File: src/rtl/srx_pkg.sv
package srx_pkg;
  typedef enum logic {
    CH_LEFT  = 1'b0,
    CH_RIGHT = 1'b1
  } chan_e;
endpackage

File: src/rtl/srx_sync.sv
module srx_sync #(
  parameter int WIDTH  = 3,
  parameter int STAGES = 2
) (
  input  logic             clk,
  input  logic             rst_n,
  input  logic [WIDTH-1:0] d_i,
  output logic [WIDTH-1:0] q_o
);
  logic [WIDTH-1:0] stage_q [STAGES];

  generate
    for (genvar s = 0; s < STAGES; s++) begin : g_stage
      logic [WIDTH-1:0] stage_d;
      if (s == 0) begin : g_first
        assign stage_d = d_i;
      end else begin : g_next
        assign stage_d = stage_q[s-1];
      end
      always_ff @(posedge clk or negedge rst_n) begin
        if (!rst_n) stage_q[s] <= '0;
        else        stage_q[s] <= stage_d;
      end
    end
  endgenerate

  assign q_o = stage_q[STAGES-1];
endmodule

File: src/rtl/srx_edge.sv
module srx_edge (
  input  logic clk,
  input  logic rst_n,
  input  logic lvl_i,
  output logic rise_o
);
  logic lvl_q;

  always_ff @(posedge clk or negedge rst_n) begin
    if (!rst_n) lvl_q <= 1'b0;
    else        lvl_q <= lvl_i;
  end

  assign rise_o = lvl_i & ~lvl_q;
endmodule

File: src/rtl/srx_deser.sv
module srx_deser
  import srx_pkg::*;
#(
  parameter int OUT_W = 24
) (
  input  logic             clk,
  input  logic             rst_n,
  input  logic             rise_i,
  input  logic             chsel_i,
  input  logic             sdata_i,
  output logic             done_o,
  output chan_e            chan_o,
  output logic [OUT_W-1:0] word_o
);
  localparam int CW = $clog2(OUT_W + 1);
  localparam logic [CW-1:0] CNT_MAX = CW'(OUT_W);

  logic             seen_q, seen_d;
  logic             aligned_q, aligned_d;
  logic             chsel_q, chsel_d;
  logic [CW-1:0]    cnt_q, cnt_d;
  logic [OUT_W-1:0] acc_q, acc_d;
  logic [OUT_W-1:0] acc_ins;
  logic             room;
  logic             flip;

  assign room = (cnt_q < CNT_MAX);
  assign flip = rise_i && seen_q && (chsel_i != chsel_q);

  always_comb begin
    acc_ins = acc_q;
    for (int i = 0; i < OUT_W; i++) begin
      if (room && (cnt_q == CW'(OUT_W - 1 - i))) acc_ins[i] = sdata_i;
    end
  end

  always_comb begin
    seen_d    = seen_q;
    aligned_d = aligned_q;
    chsel_d   = chsel_q;
    cnt_d     = cnt_q;
    acc_d     = acc_q;
    if (rise_i) begin
      seen_d  = 1'b1;
      chsel_d = chsel_i;
      if (flip) begin
        aligned_d = 1'b1;
        cnt_d     = '0;
        acc_d     = '0;
      end else if (room) begin
        cnt_d = cnt_q + 1'b1;
        acc_d = acc_ins;
      end
    end
  end

  always_ff @(posedge clk or negedge rst_n) begin
    if (!rst_n) begin
      seen_q    <= 1'b0;
      aligned_q <= 1'b0;
      chsel_q   <= 1'b0;
      cnt_q     <= '0;
      acc_q     <= '0;
    end else begin
      seen_q    <= seen_d;
      aligned_q <= aligned_d;
      chsel_q   <= chsel_d;
      cnt_q     <= cnt_d;
      acc_q     <= acc_d;
    end
  end

  assign done_o = flip && aligned_q;
  assign chan_o = chan_e'(chsel_q);
  assign word_o = acc_ins;

  // the bit counter never passes the output width
  p_cnt_bound_r5: assert property (@(posedge clk) disable iff (!rst_n)
    cnt_q <= CNT_MAX);
  // a word completes only on a bit-clock rising edge
  p_done_on_rise_r3: assert property (@(posedge clk) disable iff (!rst_n)
    done_o |-> rise_i);
  // a channel change restarts collection at the MSB
  p_restart_r3: assert property (@(posedge clk) disable iff (!rst_n)
    flip |=> (cnt_q == '0));
endmodule

File: src/rtl/i2s_stereo_rx.sv
module i2s_stereo_rx
  import srx_pkg::*;
#(
  parameter int OUT_W       = 24,
  parameter int SYNC_STAGES = 2
) (
  input  logic             clk,
  input  logic             rst_n,
  input  logic             bclk_i,
  input  logic             chsel_i,
  input  logic             sdata_i,
  output logic [OUT_W-1:0] left_o,
  output logic [OUT_W-1:0] right_o,
  output logic             pair_vld_o
);
  localparam int NSIG = 3;

  logic [NSIG-1:0]  raw_in, syn;
  logic             bclk_rise;
  logic             done;
  chan_e            chan;
  logic [OUT_W-1:0] word;

  logic [OUT_W-1:0] lhold_q, lhold_d;
  logic             lok_q, lok_d;
  logic [OUT_W-1:0] left_q, left_d, right_q, right_d;
  logic             vld_q, vld_d;

  assign raw_in = {sdata_i, chsel_i, bclk_i};

  srx_sync #(.WIDTH(NSIG), .STAGES(SYNC_STAGES)) u_sync (
    .clk(clk), .rst_n(rst_n), .d_i(raw_in), .q_o(syn)
  );

  srx_edge u_edge (
    .clk(clk), .rst_n(rst_n), .lvl_i(syn[0]), .rise_o(bclk_rise)
  );

  srx_deser #(.OUT_W(OUT_W)) u_deser (
    .clk(clk), .rst_n(rst_n), .rise_i(bclk_rise), .chsel_i(syn[1]),
    .sdata_i(syn[2]), .done_o(done), .chan_o(chan), .word_o(word)
  );

  always_comb begin
    lhold_d = lhold_q;
    lok_d   = lok_q;
    left_d  = left_q;
    right_d = right_q;
    vld_d   = 1'b0;
    if (done) begin
      if (chan == CH_LEFT) begin
        lhold_d = word;
        lok_d   = 1'b1;
      end else begin
        lok_d = 1'b0;
        if (lok_q) begin
          left_d  = lhold_q;
          right_d = word;
          vld_d   = 1'b1;
        end
      end
    end
  end

  always_ff @(posedge clk or negedge rst_n) begin
    if (!rst_n) begin
      lhold_q <= '0;
      lok_q   <= 1'b0;
      left_q  <= '0;
      right_q <= '0;
      vld_q   <= 1'b0;
    end else begin
      lhold_q <= lhold_d;
      lok_q   <= lok_d;
      left_q  <= left_d;
      right_q <= right_d;
      vld_q   <= vld_d;
    end
  end

  assign left_o     = left_q;
  assign right_o    = right_q;
  assign pair_vld_o = vld_q;

  // the strobe lasts a single cycle
  p_vld_pulse_r6: assert property (@(posedge clk) disable iff (!rst_n)
    pair_vld_o |=> !pair_vld_o);
  // the strobe follows the completion of a right word
  p_vld_src_r6: assert property (@(posedge clk) disable iff (!rst_n)
    pair_vld_o |-> $past(done && (chan == CH_RIGHT)));
  // the outputs move only together with the strobe
  p_hold_r8: assert property (@(posedge clk) disable iff (!rst_n)
    (!$stable(left_o) || !$stable(right_o)) |-> pair_vld_o);
endmodule

File: config.mk
export PLATFORM = sky130hd
export DESIGN_NAME = i2s_stereo_rx
export DESIGN_NICKNAME = d
export VERILOG_FILES = /design/src/rtl/srx_pkg.sv /design/src/rtl/srx_sync.sv /design/src/rtl/srx_edge.sv /design/src/rtl/srx_deser.sv /design/src/rtl/i2s_stereo_rx.sv
export SDC_FILE = /design/constraint.sdc
export NUM_CORES = 1
export LEC_CHECK = 0
export BUFFER_PORTS_ARGS = -buffer_cell sky130_fd_sc_hd__buf_4
export CORE_MARGIN = 5
export CORE_UTILIZATION = 30
export DETAILED_ROUTE_END_ITERATION = 10
export PLACE_DENSITY = 0.57
export SLEW_MARGIN = 40
export SYNTH_ARGS = -nofsm -noshare
export SYNTH_HDL_FRONTEND = slang
export SYNTH_HIERARCHICAL = 1
export SYNTH_SLANG_ARGS = --single-unit
File: constraint.sdc
create_clock -name clk -period 1.9 [get_ports clk]
set_clock_uncertainty 0.1 [all_clocks]
set_input_delay 0.095 -clock clk [delete_from_list [all_inputs] [get_ports clk]]
set_output_delay 0.095 -clock clk [all_outputs]
set_load 0.01 [all_outputs]
Yosys cells after proc, flatten, opt, wreduce, memory -nomap -nowiden
Cells that the tools add are included.

storage, ports and cells
  register bits after elaboration = 113
  logic and storage cells = 107
  output and inout port bits = 49
  input port bits = 5

cells by class
  add/sub/neg operators = 1
  $lt $le $gt $ge = 1
  multiplexer cells = 32
  reduce and logical (&&, ||, !) cells = 33
  bitwise operators = 3
  equal/unequal tests = 24

operators with widths
  operator             count
  $mux 24              2
  $eq 5x4->1 const B   8
  $eq 5x5->1 const B   8
  $mux 1               28
  $logic_and 1x1->1    27
  $eq 5x3->1 const B   4
  $eq 5x2->1 const B   2
  $mux 5               2
  $reduce_and 2->1     3
  $add 5x1->5 const B  1
  $eq 5x1->1 const B   1
  $logic_not 5->1      1
  $lt 5x5->1 const B   1
  $reduce_and 3->1     1
  $not 1->1            2
  $reduce_bool 2->1    1
  $and 1x1->1          1
  $ne 1x1->1           1

Longest topological paths before layout
Gate-level depths: netlist of the first run.

  word-level depth = 6
  mapped depth = 9
  depth with buffers taken out = 7

Cells and area by module
Netlist of the first run, hierarchy kept.

modules (own cells, without submodules)
  module         sequential area each (µm²)  cells each  instances  area an instance (µm²)
  i2s_stereo_rx  1851.8                      159         1          2773.9
  srx_deser      800.8                       221         1          2065.7
  srx_sync       150.1                       6           1          150.1
  srx_edge       25.0                        2           1          38.8

Least setup slack after synthesis of the first run
Ideal clock, no wire load.

  path type = reg-to-reg
  start point = register u_edge.lvl_q
  end point = register lhold_q[0]
  period minus slack after synthesis = 2.116 ns
  data required time = 1.675 ns
  arrival = 1.891 ns
  setup time = 0.125 ns
  buffers on the path = 3
  cell stages (with the launch flop) = 10
  path slack = -0.216 ns
  path through = dfrtp_1 nor2b_4 buf_2 nand2_1 nor2_1 and2_1 nor2b_1 buf_2 buf_4 mux2_2

between the ends
  cells in the longest elaborated chain, start to end = 6

ends and longest elaborated chain
  item                               RTL line             text
  start, declared                    srx_edge.sv:7        logic lvl_q;
  start signal, assigned             srx_edge.sv:11       else lvl_q <= lvl_i;
  $not 1->1                          srx_edge.sv:14       assign rise_o = lvl_i & ~lvl_q;
  $and 1x1->1                        srx_edge.sv:14
  via bclk_rise                      i2s_stereo_rx.sv:19  logic bclk_rise;
  $logic_and 1x1->1 (2 in a row)     srx_deser.sv:28      assign flip = rise_i && seen_q && (chsel_i != chsel_q);
  $logic_and 1x1->1                  srx_deser.sv:73      assign done_o = flip && aligned_q;
  via done                           i2s_stereo_rx.sv:20  logic done;
  $reduce_and 2->1 (no source line)  n/a
  end signal, assigned               i2s_stereo_rx.sv:73  lhold_q <= lhold_d;
  end, declared                      i2s_stereo_rx.sv:24  logic [OUT_W-1:0] lhold_q, lhold_d;

The timed path passes the listed nets, and every way through them passes these cells.
A chain may end at the register's enable or synchronous reset.

Final worst setup path of the first run
  start point = register u_deser.cnt_q[0]
  end point = register lhold_q[19]

between the ends
  cells in the longest elaborated chain, start to end = 3
  elaborated cells between the ends (all ways) = 4
  those cells by class = order compare: 1; eq/ne: 1; mux: 1; reduce/logical: 1

ends and longest elaborated chain
  item                                      RTL line                          text
  start, declared                           srx_deser.sv:21                   logic [CW-1:0] cnt_q, cnt_d;
  start signal, assigned                    srx_deser.sv:68                   cnt_q <= cnt_d;
  $lt 5x5->1 or $eq 5x3->1 (tied branches)  srx_deser.sv:27, srx_deser.sv:33
  $logic_and 1x1->1 (*)                     srx_deser.sv:33                   if (room && (cnt_q == CW'(OUT_W - 1 - i))) acc_ins[i] = sdata_i;
  $mux 1 (*)                                srx_deser.sv:33
  via word[19]                              i2s_stereo_rx.sv:22               logic [OUT_W-1:0] word;

Mark *: on every way through the listed nets, which the timed path passes. The rest lies on a longest branch.

==> results.tsv, run 1 <==
metric	value	unit
Fill cells	1535	
cell taking the most area after synthesis	dfrtp_1	
Syn Nets	398	
area delta synth->final	36.4	%
register area share after synthesis	0.562	
fmax	533	MHz
Max Fanout on Critical Path	4	
vias in the first global route	3659	
CP max-delay cell	dfrtp_2	
RSZ-0062 raised after global routing	true	
# rows	47	
CTS root buf	clkbuf_16	
Ports	54	
Distinct cells, synth	44	
# H-tree levels	4	
R2R Setup Slk	20	ps
CTS tree	yes	
Hold Crit Class	in -> async	
setup violators final	0	
GPL Wtd Cong	0.799	
first-pass GRT wire length	18200	um
min cycle time layout	1880	ps
Die Ht	139	um
Area after DPL	6060	um^2
DR WL/cell	14.8	um
Yosys top cell area share	0.562	
Worst Setup Start Kind	register	
post-route ant nets	0	
Critical Path Source	u_deser/cnt_q[0]	
pin count of the biggest net entering global routing	68	
starting density of the core	0.304	
Slew Viols, Final	0	
Post-synth ARST share	1.00	
top_reg_cell synth	dfrtp_1	
Hold Vio Cnt, Final	0	
drt pass-1 iters	4	
Most common cell on crit path	mux2_2	
drt initial violations	128	
Max Cap Violations	0	
# DRC	0	
clock-pin slew on the worst setup and hold paths	50	ps
TNS Setup	0	ps
ranking of synthesized cells by area	dfrtp_1, mux2_2, o21ai_0	
outcome	finished clean	
vias	3351	
Synthesis Warnings	6	
DIE AREA	19500	um^2
layout cells sized above 1	0.485	
number of buffers created by CTS	17	
die width	139	um
insertion delay to the later sink of the worst-skew pair	410	ps
EDFF count, synth	0	
crit path cell chain	inv_2, ha_2, and4bb_2, mux2_2, mux2_2	
GRT overflow	0	
Leak Pwr	0.00326	uW
Mapped Area	5030	um^2
CORE AREA	16500	um^2
#FFs+latches synth	113	
Setup Crit Path Kind	reg -> reg	
Final Cycle Share	0.987	
Ant. Diodes	0	
Critical Path End Type	register	
PortBufs	53	
Worst path max stage delay	440	ps
Vias/cell	4.70	
CP required	2090	ps
post-route cell area	6860	um^2
worst vdd ir	0.739	mV
Post-Synthesis Cells	388	
CTS Sinks	113	
Max-slew headroom	0.729	
post-DP HPWL	7170	um
Nets	490	
initial antenna violation count	0	
maximum clock insertion buffer count	2	
Slew @ Worst Pin	406	ps
Avg Cell Area, Syn	13.0	um^2
power per cell area	1040	nW/um^2
GRT Total Usage	0.116	
Routed WL	10600	um
worst r2r src	u_deser/cnt_q[0]	
CP arrival	2070	ps
Yosys cell counts (2+ instances only):
cell and instances:
dfrtp_1 113, mux2_2 75, o21ai_0 31, a21oi_1 20, buf_2 13, inv_1 13
nand3_1 13, o31ai_1 13, nand2_1 12, mux2_4 9, a32o_1 7, or3_1 7
clkbuf_1 6, nand2b_1 6, ha_1 5, nor4b_2 4, a21bo_2 3, buf_4 3
nand4_1 3, nor2_1 3, nor3_1 3, and4bb_2 2, buf_6 2, nor2b_1 2
stage by stage:
stage | std cells | power [uW] | hold WS [ps] | worst slack, ps | util
after floorplan | 388 | 3310 | -301 | -46.3 | -
after global placement | 673 | 3780 | -102 | 29.2 | 0.367
after detailed placement | 673 | 3800 | -96.4 | -53.6 | 0.367
after CTS | 709 | 7170 | 13.0 | -21.5 | 0.408
after global routing | 713 | 7500 | 54.6 | -45.6 | 0.415
final | 713 | 7160 | 29.4 | 25.0 | 0.415
layout make-up:
cell class | count | area [um^2] | area share
clock buffers | 21 | 450 | 0.0657
clock inverters | 11 | 161 | 0.0235
inverters | 13 | 48.8 | 0.00712
multi-input cells | 237 | 2220 | 0.323
flip-flops and latches | 113 | 2830 | 0.413
well taps | 220 | 275 | 0.0401
repair buffers | 98 | 875 | 0.128
critical path, delay by kind of cell, from the launching register on:
family,cells,cell delay [ps]
adders and majority gates,1,220
buffers and inverters,1,100
DFF,1,440
muxes,2,630
and+or+nand+nor,1,280
layout by cell type (no fill, tap or decap), drive strengths merged, types with 2 or more instances in the layout:
cell type    Yosys  final
nand3b           2      2
bufinv           0      4
dfrtp          113    113
and4bb           2      2
o21ai           31     31
nand2b           6      6
nand2           12     12
ha               5      5
nor4b            4      4
buf             18     94
nand3           14     14
nand4            3      3
a21oi           20     20
clkinv           0      6
nor2             3      3
nor3             3      3
clkbuf           7     21
nor2b            3      3
mux2            84     84
a21bo            3      3
or3              7      7
inv             13     13
o31ai           13     13
dlygate4sd3      0      4
a32o             7      7
routing by layer:
metal	routed length, um	GRT usage	vias to the layer above
met4	159	0.0433	0
met3	437	0.0388	15
li1	-	-	1594
met1	4940	0.146	1683
met5	0	0	-
met2	5020	0.185	59
logic make-up after synthesis:
kind of cell,count (synthesis),synth area share
DFF,113,0.562
adders and majority gates,5,0.0124
xor gates and xnor gates,2,0.00348
buffers and inverters,38,0.0371
muxes,85,0.197
and+or+nand+nor,66,0.0868
AOI/OAI and AO/OA,79,0.101
flip-flops by register name, summed over array words and instances (netlist names), 3 cells and up:
register,count
left_o,24
right_o,24
u_sync/q_o,3
u_deser/cnt_q,5
u_sync/g_stage.stage_d,3
lhold_q,24
u_deser/acc_q,24
final timing paths:
kind                                           endpoint  depth (start not counted)
max                                         lhold_q[19]                          5
min                                         right_o[13]                          2
max reg2reg                                 lhold_q[19]                          5
min reg2reg                               u_sync/q_o[2]                          0
max in group asynchronous                     left_o[2]                          3
min in group clk           u_sync/g_stage[1].stage_d[0]                          2
power by group:
group	internal, uW	total, uW	leakage (uW)	switching, uW
registers	2580	2700	0.00154	121
clock network	2210	3270	0.000301	1060
logic	645	1180	0.00143	540
what timing repair did:
| action | in CTS | in global routing |
|---|---|---|
| gates cloned | 0 | 0 |
| setup endpoints to repair | 8 | 58 |
| pin swaps | 0 | 4 |
| hold buffers | 4 | 0 |
| endpoints found under the hold margin | 116 | 0 |
| setup buffers | 0 | 4 |
| gates resized for setup | 4 | 20 |
Power figures use the tool's default switching activity.
==> inputs of run 2 (changes only) <==
--- a/config.mk
+++ b/config.mk
@@ -7,9 +7,9 @@
 export LEC_CHECK = 0
 export BUFFER_PORTS_ARGS = -buffer_cell sky130_fd_sc_hd__buf_4
 export CORE_MARGIN = 5
-export CORE_UTILIZATION = 30
+export CORE_UTILIZATION = 50
 export DETAILED_ROUTE_END_ITERATION = 10
-export PLACE_DENSITY = 0.57
+export PLACE_DENSITY = 0.81
 export SLEW_MARGIN = 40
 export SYNTH_ARGS = -nofsm -noshare
 export SYNTH_HDL_FRONTEND = slang
==> run 2 against run 1 <==
- the flow now finishes with violations (setup timing)
- utilization grew 27 points
- non-clock buffer count shrank 4
- routed wire length grew 8.4%
- clock power shrank 8.6%
- design area shrank 2.6%
- sequential share of layout area grew 1.1 points
- critical path type unchanged
- highest routed layer unchanged
==> results.tsv, run 2 (synthesis gave the netlist of run 1 again) <==
metric	value	unit	change
FF/Latch Area	2830	um^2	about the same
# H-tree levels	4		unchanged
GRT Total Usage	0.197		+0.0816
CORE AREA	9770	um^2	-41%
Hold Crit Class	in -> async		
Final Cycle Share	1.01		+0.0225
Vias/cell	5.61		+19%
worst vdd ir	0.826	mV	+12%
Nets	486		-0.82%
number of buffers created by CTS	17		unchanged
Final WS setup	-17.8	ps	-42.8 ps
drt pass-1 iters	5		+1
clock-pin slew on the worst setup and hold paths	60	ps	about the same
power per cell area	1030	nW/um^2	-1.2%
post-route ant nets	0		unchanged
Area after DPL	5850	um^2	-3.4%
Max Cap Violations	0		unchanged
failing checks	setup timing		
pin count of the biggest net entering global routing	35		-49%
outcome	complete, but fails checks		
DIE AREA	12200	um^2	-37%
area occupied by multi-input gates	2260	um^2	+2.2%
Slew @ Worst Pin	405	ps	-1.38 ps
layout cells sized above 1	0.495		+0.0101
CTS tree	yes		
Max Fanout on Critical Path	15		+11
post-route cell area	6680	um^2	-2.6%
Critical Path End Type	register		
drt initial violations	261		+100%
# rows	36		-23%
Slew Viols, Final	0		unchanged
Max-slew headroom	0.728		-0.00139
maximum clock insertion buffer count	2		unchanged
Die Ht	110	um	-21%
area delta synth->final	32.7	%	
Ports	54		unchanged
min cycle time layout	1920	ps	+42.8 ps
Fill cells	662		-57%
leading cell type in the layout, fill and taps excluded	dfrtp_1		
die width	110	um	-21%
vias	3489		+4.1%
insertion delay to the later sink of the worst-skew pair	510	ps	+100 ps
GRT overflow	0		unchanged
Setup Crit Path Kind	reg -> reg		
Routed WL	11400	um	+8.4%
first-pass GRT wire length	18400	um	+1.1%
post-DP HPWL	7230	um	+0.81%
vias in the first global route	3666		+0.19%
setup violators final	2		+2
CTS root buf	clkbuf_8		
# DRC	0		unchanged
RSZ-0062 raised after global routing	true		
starting density of the core	0.514		+0.210
commonest non-fill, non-tap cells in the layout	dfrtp_1, buf_4, mux2_2		
GPL Wtd Cong	0.904		+13%
fmax	521	MHz	-2.2%
PortBufs	53		unchanged
Worst Setup Start Kind	register		
Design Power	6890	uW	-3.8%
DR WL/cell	18.4	um	+24%
CP required	2200	ps	+110 ps
CP arrival	2220	ps	+150 ps
Hold Vio Cnt, Final	0		unchanged
initial antenna violation count	0		unchanged
CTS Sinks	113		unchanged
Leak Pwr	0.00319	uW	-2.3%
Ant. Diodes	0		unchanged
==> run 2: cell count changes in the layout (fill, tap and decap cells not counted), moves of 2 or more <==
cell        change
ha_4            +2
o21ai_0         -4
ha_2            -2
clkbuf_1        -2
nand2b_2        +2
buf_12          -3
clkinvlp_4      +4
o21ai_1         +4
bufinv_16       -2
nand2b_1        -2
==> run 2: stage by stage <==
step | worst slack, ps | hold slack, ps | util | instances | TNS [ps]
after global placement | 51.4 | -46.7 | 0.599 | 578 | 0
after CTS | -0.579 | 28.5 | 0.667 | 616 | -0.579
after floorplan | -46.3 | -301 | - | 388 | -1140
final | -17.8 | 33.2 | 0.683 | 622 | -20.9
after detailed placement | -43.9 | -38.2 | 0.599 | 578 | -226
after global routing | -53.9 | 58.2 | 0.683 | 622 | -399
==> run 2: worst max-delay path, stage by stage, from the launching register on <==
cell	delay (ps)
dfrtp_1	380
buf_4	210
nor4bb_2	390
mux2_2	440
mux2_2	280
==> run 2: worst paths after layout <==
| check | from | end | slack (ps) | cells past startpoint |
|---|---|---|---|---|
| setup / recovery | u_deser/cnt_q[4] | right_o[16] | -20 | 4 |
| hold / removal | rst_n | left_o[10] | 30 | 3 |
| setup reg to reg | u_deser/cnt_q[4] | right_o[16] | -20 | 4 |
| hold reg to reg | u_sync/g_stage[1].stage_d[1] | u_sync/q_o[1] | 250 | 0 |
| max in group asynchronous | rst_n | left_o[0] | 1310 | 3 |
| min in group clk | chsel_i | u_sync/g_stage[1].stage_d[1] | 130 | 2 |
==> run 2: final cells by class <==
| class | instances | share of cell area |
|---|---|---|
| multi-input cells | 237 | 0.339 |
| flip-flops and latches | 113 | 0.424 |
| clock buffers | 18 | 0.0626 |
| inverters | 13 | 0.00769 |
| clock inverters | 14 | 0.0210 |
| well taps | 133 | 0.0249 |
| repair buffers | 94 | 0.120 |
==> run 2: routing by layer <==
metal  track usage  part of all wire  vias up
met5             0                 0        -
met4        0.0800             0.015        0
met3        0.0472             0.049       20
met2         0.317              0.50       97
met1         0.258              0.43     1782
li1              -                 -     1590
==> run 2: repair_timing <==
item | CTS | global route
hold buffers | 5 | 0
hold endpoints to repair | 116 | 0
gates resized for setup | 8 | 29
setup endpoints to repair | 14 | 55
pin swaps | 1 | 2
setup buffers | 1 | 6
==> run 2: where the power goes <==
| part | switching, uW | internal (uW) | total (uW) |
|---|---|---|---|
| clock network | 1130 | 1850 | 2990 |
| logic | 570 | 613 | 1180 |
| registers | 139 | 2580 | 2720 |
==> inputs of run 3 (changes only) <==
--- a/config.mk
+++ b/config.mk
@@ -5,11 +5,11 @@
 export SDC_FILE = /design/constraint.sdc
 export NUM_CORES = 1
 export LEC_CHECK = 0
-export BUFFER_PORTS_ARGS = -buffer_cell sky130_fd_sc_hd__buf_4
 export CORE_MARGIN = 5
 export CORE_UTILIZATION = 50
 export DETAILED_ROUTE_END_ITERATION = 10
-export PLACE_DENSITY = 0.81
+export DONT_BUFFER_PORTS = 1
+export PLACE_DENSITY = 0.77
 export SLEW_MARGIN = 40
 export SYNTH_ARGS = -nofsm -noshare
 export SYNTH_HDL_FRONTEND = slang
==> run 3 against run 2 <==
- the flow finishes with violations (hold timing, setup timing)
- highest routed layer unchanged
- count of clock-buffer cells in the layout shrank 1
- hold slack lost 870 ps
- design area shrank 4.0%
- sequential cell count is the same
- routed wire length grew 3.8%
- sequential share of layout area grew 1.8 points
- critical path type unchanged
- combinational power shrank 5%
- sequential power is essentially flat
- critical path depth is the same
==> results.tsv, run 3 (synthesis gave the netlist of run 1 again) <==
metric	value	unit	change
Hold Vio Cnt, Final	113		+113
Hold Crit Class	in -> async		
CTS root buf	clkbuf_8		
Routed WL	11900	um	+3.8%
Final WS setup	-36.5	ps	-18.7 ps
starting density of the core	0.514		unchanged
fmax	516	MHz	-0.96%
GRT overflow	0		unchanged
Setup Crit Path Kind	reg -> reg		
commonest non-fill, non-tap cells in the layout	dfrtp_1, mux2_2, buf_4		
Most common cell on crit path	mux2_2		
vias in the first global route	3463		-5.5%
layout cells sized above 1	0.451		-0.0442
vias	3420		-2.0%
Ports	54		unchanged
failing checks	hold timing, setup timing		
worst vdd ir	0.520	mV	-37%
Critical Path End Type	register		
setup violators final	4		+2
Max Cap Violations	0		unchanged
Slew @ Worst Pin	428	ps	+22.9 ps
Worst path max stage delay	430	ps	about the same
met1 GRT Util	0.235		-0.0235
Worst Setup Start Kind	register		
Placement Setup Slack	-25.4	ps	+18.5 ps
outcome	complete, but fails checks		
CP required	2200	ps	about the same
Die Ht	110	um	unchanged
Post-CTS Hold Fix Bufs	3		-2
clock-pin slew on the worst setup and hold paths	60	ps	about the same
Ant. Diodes	0		unchanged
Fill cells	680		+2.7%
leading cell type in the layout, fill and taps excluded	dfrtp_1		
post-DP HPWL	6800	um	-5.9%
min cycle time layout	1940	ps	+18.7 ps
Max-slew headroom	0.712		-0.0154
CORE AREA	9770	um^2	unchanged
DR WL/cell	20.5	um	+11%
drt pass-1 iters	4		-1
die width	110	um	unchanged
insertion delay to the later sink of the worst-skew pair	520	ps	about the same
Final Cycle Share	1.02		+0.00983
TNS Setup	-108	ps	-86.8 ps
initial antenna violation count	0		unchanged
CP max-delay cell	mux2_2		
area delta synth->final	27.5	%	
GRT Max-Usage Layer	met2		
met2 GRT Util	0.327		+0.0104
power per cell area	1110	nW/um^2	+7.9%
RSZ-0062 raised after global routing	true		
pin count of the biggest net entering global routing	114		+230%
grt met3 use	0.0635		+0.0163
hold slack	-834	ps	-867 ps
DIE AREA	12200	um^2	unchanged
maximum clock insertion buffer count	2		unchanged
PortBufs	0		-100%
# H-tree levels	4		unchanged
number of buffers created by CTS	17		unchanged
CTS Sinks	113		unchanged
Nets	444		-8.6%
CTS tree	yes		
post-route ant nets	0		unchanged
crit path cell chain	ha_2, nor4bb_1, mux2_2, mux2_2		
drt initial violations	221		-15%
first-pass GRT wire length	18100	um	-2.0%
Leak Pwr	0.00300	uW	-6.0%
# DRC	0		unchanged
Max Fanout on Critical Path	5		-10
GPL Wtd Cong	0.850		-6.0%
CP arrival	2240	ps	+20 ps
Slew Viols, Final	0		unchanged
# rows	36		unchanged
FF-to-FF path depth	4		unchanged
GRT Total Usage	0.193		-0.00410
Design Power	7130	uW	+3.6%
Vias/cell	5.91		+5.3%
## run 3: cell types whose count changed in the layout (fill, tap and decap cells not counted), sizes merged
cell,delta
clkbuf,+1
dlygate4sd3,-1
clkinvlp,-1
bufinv,+2
inv,+1
buf,-43
clkinv,-2
## run 3: repair_timing
action,4_1_cts,5_1_grt
pin swaps,1,1
setup endpoints to repair,15,50
endpoints found under the hold margin,116,113
gates resized for setup,8,26
setup buffers,2,10
cloned,0,2
## run 3: routing by layer
| layer | wire length, um | share of wire |
|---|---|---|
| met5 | 0 | 0 |
| met4 | 321 | 0.027 |
| met3 | 699 | 0.059 |
| met2 | 6140 | 0.52 |
| met1 | 4710 | 0.40 |
## run 3: layout make-up
type | instances | area [um^2] | share of cell area
sequential | 113 | 2830 | 0.442
multi-input combinational | 237 | 2240 | 0.350
timing repair buffer | 52 | 520 | 0.0812
clock buffer | 17 | 414 | 0.0646
clock inverter | 14 | 188 | 0.0293
tap | 133 | 166 | 0.0260
inverter | 13 | 48.8 | 0.00761
## run 3: where the power goes
part           switching [uW]  internal [uW]
Sequential                165           2580
Clock                    1150           2120
Combinational             521            601
## run 3: final timing paths
| path | slack (ps) | start | to |
|---|---|---|---|
| worst min register to register | 250 | u_sync/g_stage[1].stage_d[0] | u_sync/q_o[0] |
| min in group clk | 30 | chsel_i | u_sync/g_stage[1].stage_d[1] |
| worst max register to register | -40 | u_deser/cnt_q[1] | right_o[16] |
| max in group asynchronous | 2370 | rst_n | u_deser/cnt_q[2] |
| worst max-delay path | -40 | u_deser/cnt_q[1] | right_o[16] |
| worst min-delay path | -830 | rst_n | left_o[10] |
## run 3: worst max-delay path, delay by kind of cell, from the launching register on
kind                     cells  cell delay, ps
adder cells (fa/ha/maj)      1             240
flip-flops                   1             410
AND/OR/NAND/NOR              1             350
multiplexers                 2             710
## run 3: through the flow
step | util | area, um^2 | cells | hold slack, ps
after floorplan | - | 5150 | 388 | -301
after global placement | 0.563 | 5500 | 531 | -298
after detailed placement | 0.563 | 5500 | 531 | -297
after CTS | 0.633 | 6180 | 567 | -841
after global routing | 0.656 | 6410 | 579 | -853
final | 0.656 | 6410 | 579 | -834
